**config.mk**
```make
export PLATFORM = sky130hd
export DESIGN_NAME = shared_psc_sel
export DESIGN_NICKNAME = d
export VERILOG_FILES = /design/src/rtl/tps_pkg.sv /design/src/rtl/tps_prescaler.sv /design/src/rtl/tps_chan_sel.sv /design/src/rtl/shared_psc_sel.sv
export SDC_FILE = /design/constraint.sdc
export NUM_CORES = 1
export LEC_CHECK = 0
export BUFFER_PORTS_ARGS = -buffer_cell sky130_fd_sc_hd__buf_2
export CAP_MARGIN = 5
export CELL_PAD_IN_SITES_DETAIL_PLACEMENT = 1
export CELL_PAD_IN_SITES_GLOBAL_PLACEMENT = 2
export CORE_MARGIN = 4
export CORE_UTILIZATION = 26
export CTS_BUF_LIST = sky130_fd_sc_hd__clkbuf_4 sky130_fd_sc_hd__clkbuf_8 sky130_fd_sc_hd__clkbuf_16
export CTS_CLUSTER_DIAMETER = 200
export CTS_CLUSTER_SIZE = 28
export DETAILED_ROUTE_END_ITERATION = 16
export HOLD_SLACK_MARGIN = 0.08
export PLACE_DENSITY_LB_ADDON = 0.1
export SYNTH_ARGS = -nofsm -noshare
export SYNTH_HDL_FRONTEND = slang
export SYNTH_SLANG_ARGS = --single-unit
```
**constraint.sdc**
```tcl
create_clock -name clk -period 1.3 [get_ports clk]
set_clock_uncertainty 0.05 [all_clocks]
set_input_delay 0.26 -clock clk [delete_from_list [all_inputs] [get_ports clk]]
set_output_delay 0.26 -clock clk [all_outputs]
set_load 0.1 [all_outputs]
```
**src/rtl/tps_pkg.sv**
```systemverilog
package tps_pkg;
  typedef enum logic [2:0] {
    SRC_OFF   = 3'd0,
    SRC_SYS   = 3'd1,
    SRC_D8    = 3'd2,
    SRC_D64   = 3'd3,
    SRC_D256  = 3'd4,
    SRC_D1024 = 3'd5,
    SRC_FALL  = 3'd6,
    SRC_RISE  = 3'd7
  } src_sel_e;

  localparam int NTAP  = 4;
  localparam int SEL_W = 3;

  // Number of low prescaler bits that a tap watches.
  function automatic int tap_shift(input int idx);
    case (idx)
      0:       return 3;
      1:       return 6;
      2:       return 8;
      default: return 10;
    endcase
  endfunction

  // Tap index for a prescaled select value (2..5 map to 0..3).
  function automatic logic [1:0] tap_index(input logic [SEL_W-1:0] s);
    return 2'(s - 3'd2);
  endfunction
endpackage

```
**src/rtl/tps_prescaler.sv**
```systemverilog
module tps_prescaler
  import tps_pkg::*;
#(
  parameter int NT = NTAP,
  localparam int W = tap_shift(NT - 1)
) (
  input  logic          clk,
  input  logic          rst_n,
  input  logic          clr,
  output logic [NT-1:0] tap_stb,
  output logic [W-1:0]  psc_q
);
  always_ff @(posedge clk) begin
    if (!rst_n || clr) psc_q <= '0;
    else               psc_q <= psc_q + 1'b1;
  end

  // A strobe fires when its low bits are about to wrap to zero.
  for (genvar t = 0; t < NT; t++) begin : g_tap
    localparam int SH = tap_shift(t);
    assign tap_stb[t] = (&psc_q[SH-1:0]) & ~clr;
  end

  assert_clear_R7: assert property (@(posedge clk) disable iff (!rst_n)
    clr |=> (psc_q == '0));
  assert_step_R2: assert property (@(posedge clk) disable iff (!rst_n)
    !clr |=> (psc_q == $past(psc_q) + 1'b1));
endmodule

```
**src/rtl/tps_chan_sel.sv**
```systemverilog
module tps_chan_sel
  import tps_pkg::*;
#(
  parameter int NT = NTAP
) (
  input  logic             clk,
  input  logic             rst_n,
  input  logic [SEL_W-1:0] sel,
  input  logic [NT-1:0]    tap_stb,
  input  logic             ext_rise,
  input  logic             ext_fall,
  output logic             cnt_en
);
  logic pick;
  logic tap_hit;

  assign tap_hit = tap_stb[tap_index(sel)];

  always_comb begin
    case (src_sel_e'(sel))
      SRC_OFF:  pick = 1'b0;
      SRC_SYS:  pick = 1'b1;
      SRC_FALL: pick = ext_fall;
      SRC_RISE: pick = ext_rise;
      default:  pick = tap_hit;
    endcase
  end

  always_ff @(posedge clk) begin
    if (!rst_n) cnt_en <= 1'b0;
    else        cnt_en <= pick;
  end

  assert_off_R3: assert property (@(posedge clk) disable iff (!rst_n)
    (sel == SRC_OFF) |=> !cnt_en);
  assert_sys_R4: assert property (@(posedge clk) disable iff (!rst_n)
    (sel == SRC_SYS) |=> cnt_en);
  assert_rise_R6: assert property (@(posedge clk) disable iff (!rst_n)
    (sel == SRC_RISE) |=> (cnt_en == $past(ext_rise)));
  assert_fall_R6: assert property (@(posedge clk) disable iff (!rst_n)
    (sel == SRC_FALL) |=> (cnt_en == $past(ext_fall)));
  assert_tap_R5: assert property (@(posedge clk) disable iff (!rst_n)
    (sel >= SRC_D8 && sel <= SRC_D1024 && !tap_stb[tap_index(sel)]) |=> !cnt_en);
endmodule

```
**src/rtl/shared_psc_sel.sv**
```systemverilog
module shared_psc_sel
  import tps_pkg::*;
#(
  parameter int NCH = 2,
  localparam int PW = tap_shift(NTAP - 1)
) (
  input  logic                 clk,
  input  logic                 rst_n,
  input  logic                 psc_clr,
  input  logic [NCH*SEL_W-1:0] chan_sel,
  input  logic [NCH-1:0]       ext_rise,
  input  logic [NCH-1:0]       ext_fall,
  output logic [NCH-1:0]       cnt_en
);
  logic [NTAP-1:0] tap_stb;
  logic [PW-1:0]   psc_q;

  tps_prescaler #(.NT(NTAP)) u_psc (
    .clk     (clk),
    .rst_n   (rst_n),
    .clr     (psc_clr),
    .tap_stb (tap_stb),
    .psc_q   (psc_q)
  );

  for (genvar c = 0; c < NCH; c++) begin : g_ch
    tps_chan_sel #(.NT(NTAP)) u_sel (
      .clk      (clk),
      .rst_n    (rst_n),
      .sel      (chan_sel[c*SEL_W +: SEL_W]),
      .tap_stb  (tap_stb),
      .ext_rise (ext_rise[c]),
      .ext_fall (ext_fall[c]),
      .cnt_en   (cnt_en[c])
    );
  end

  assert_reset_R1: assert property (@(posedge clk)
    !rst_n |=> (cnt_en == '0 && psc_q == '0));
endmodule

```
==> impl_results.md <==
* Final WL at 1566 um
* Die area at 3165 sq um
* Area growth, synth to finish at 40.29%
* Global-route wire length before repair at 2760 um
* Slack of the critical path at -0.03366 ns
* CP required at 1.42 ns
* Post-DRT Antenna Nets at 0
* Initial Util at 27.38%
* Grt total ovfl at 0
* Row count at 17
* Final non-filler cell area at 849.6 sq um
* Max-cap violations at 0
* Vias in the first global route at 611
* Status: complete, but fails checks
* GRT Total Usage at 11.20%
* Final min period at 1.334 ns
* Final-report max-slew violation count at 0
* IO Count at 15
* Lkg Pwr at 0.3303 nW
* CTS Buf Count at 3
* Drt drc at 0
* Clock Sinks at 12
* Fmax achieved at 749.8 MHz
* Post-DP HPWL at 1198 um
* Root Buffer Master: clkbuf_4
* Hold crit path type: input pin to flop
* Syn Std Cell Area at 605.6 sq um
* Worst setup EP type: flop
* Die height at 56.26 um
* Setup Crit Path Kind: flop to flop
* Average cell area after synthesis at 8.529 sq um
* Slew headroom at 80.02%
* Unrepaired setup endpoints after global routing: true
* GPL Wtd Cong at 0.7803
* Iter 0 DRT Violations at 5
* PD cells at 923.0 nW/um^2
* Hold_buf cts at 0
* IO buf count at 14
* Post-synth net total at 86
* Drt wl/cell at 13.16 um
* Setup violators final at 1
* DRT Pass-1 Iters at 3
* Clk_lat worst skew at 0.27 ns
* Max VDD drop at 0.4397 mV
* CTS tree: yes
* Worst hold slack at 0.1524 ns
* Placed Area at 753.2 sq um
* Cells after synthesis at 71
* Largest net degree at the start of global routing at 9
* Crit path DAT at 1.46 ns
* Sequential fraction of the synthesis area at 39.67%
* Fraction of layout cells with a size suffix above 1 at 40.66%
* Core footprint at 2212 sq um
* Failing checks: negative setup slack
* Post-synthesis cell type count at 28
* Worst-Margin Slew at 0.2990 ns
* # diodes at 0
* Initial antenna violation count at 0
* Yosys reg bits at 12
* H-tree depth at 1
* YS warnings at 0
* Clock transition at the registers of the reported paths at 0.08 ns
* Die Width at 56.26 um
* Startpoint Class: flop
* Net count reported at finish at 107
* Final Hold Vio Count at 0
* Via count at 559
* CTS max path bufs at 2
* CP max FO at 2
* Routed vias/inst at 4.697
* Final worst path period share at 102.6%
through the flow:
step / utilization (%) / instances / setup TNS (ns) / power (mW) / setup slack, ns
2_1_floorplan: - / 71 / 0 / 0.4426 / 0.007261
3_3_place_gp: 34.05 / 114 / -0.2090 / 0.4937 / -0.1853
3_5_place_dp: 34.05 / 114 / -0.1988 / 0.4944 / -0.1716
4_1_cts: 37.44 / 119 / -0.2064 / 0.8047 / -0.1887
5_1_grt: 38.41 / 119 / -0.1359 / 0.8236 / -0.1043
6_report: 38.41 / 119 / -0.03366 / 0.7841 / -0.03366
sequential cells by signal, indices dropped and copies added, names as in the netlist:
signal             count
u_psc.psc_q           10
g_ch.u_sel.cnt_en      2
worst paths after layout:
path | start | to | slack (ns) | cells after the start
hold / removal | chan_sel[5] | g_ch[1].u_sel.cnt_en | 0.15 | 2
setup / recovery | u_psc.psc_q[1] | g_ch[0].u_sel.cnt_en | -0.03 | 6
hold reg to reg | u_psc.psc_q[5] | u_psc.psc_q[5] | 0.47 | 2
setup reg to reg | u_psc.psc_q[1] | g_ch[0].u_sel.cnt_en | -0.03 | 6
power by group:
group,internal [mW],total [mW],switching [mW]
Clock,0.170,0.294,0.124
Sequential,0.374,0.380,0.00572
Combinational,0.0454,0.110,0.0649
Total,0.590,0.784,0.195
placed cells by master (no fill, tap or decap), types with 2 or more instances in the layout:
cell / instances
buf_2: 12
nor2_1: 9
dfxtp_1: 8
nand2_1: 5
nand3_1: 5
inv_1: 4
xor2_1: 4
buf_4: 4
dfxtp_2: 4
nand4_1: 3
clkbuf_4: 3
o21ai_0: 2
and3_1: 2
a31oi_1: 2
ha_4: 2
buf_12: 2
critical path: stages (launching register included):
cell	delay (ns)
dfxtp_2	0.36
ha_4	0.15
ha_4	0.13
nand2_2	0.04
o31ai_2	0.19
a31oi_1	0.08
o32ai_2	0.23
per-layer routing:
layer | up-vias | track usage (%) | routed length, um
li1 | 294 | - | -
met1 | 257 | 13.97 | 754
met2 | 6 | 18.53 | 746
met3 | 2 | 2.759 | 52
met4 | 0 | 4.068 | 12
met5 | - | 0 | 0
cell type report:
| type | instances | area [sq um] |
|---|---|---|
| clock buffer | 4 | 36.28 |
| sequential | 12 | 245.2 |
| fill | 259 | 1363 |
| multi-input combinational | 53 | 387.9 |
| timing repair buffer | 18 | 130.1 |
| tap | 28 | 35.03 |
| inverter | 4 | 15.01 |
repair_timing:
action                                  CTS  global route
setup buffers                             2             0
gates resized for setup                   6             4
pin swaps                                 6             4
endpoints found under the setup margin    2             4
Yosys cell counts:
| cell | count | area (sq um) |
|---|---|---|
| o32ai_1 | 2 | 17.52 |
| and4_4 | 1 | 11.26 |
| or3_1 | 1 | 6.260 |
| a21oi_1 | 1 | 5.000 |
| nand4_1 | 3 | 18.77 |
| nand2_1 | 6 | 22.52 |
| nor2_1 | 9 | 33.78 |
| nor3_1 | 1 | 5.000 |
| nand3b_1 | 1 | 7.510 |
| and2_1 | 1 | 6.260 |
| a31oi_1 | 2 | 12.51 |
| buf_4 | 2 | 15.01 |
| or3b_2 | 1 | 8.760 |
| o2111ai_1 | 1 | 8.760 |
| xor2_1 | 4 | 35.03 |
| nand3_1 | 5 | 25.02 |
| ha_1 | 2 | 25.02 |
| and3_1 | 2 | 12.51 |
| o21ai_0 | 2 | 10.01 |
| inv_1 | 4 | 15.01 |
| and4_2 | 1 | 10.01 |
| nand2b_1 | 1 | 6.260 |
| o211ai_1 | 1 | 7.510 |
| and2_4 | 1 | 8.760 |
| dfxtp_1 | 12 | 240.2 |
| o31ai_1 | 1 | 7.510 |
| o22ai_1 | 1 | 6.260 |
| xnor2_1 | 2 | 17.52 |
cells by family (layout without fill, tap and decap cells):
logic type,Yosys count,count (layout),share of synthesized area [%]
buffers and inverters,6,26,4.957
DFF,12,12,39.67
AOI/OAI and AO/OA,11,11,12.40
xor gates and xnor gates,6,6,8.678
adders and majority gates,2,2,4.132
and+or+nand+nor,34,34,30.17
Power figures use the tool's default switching activity.
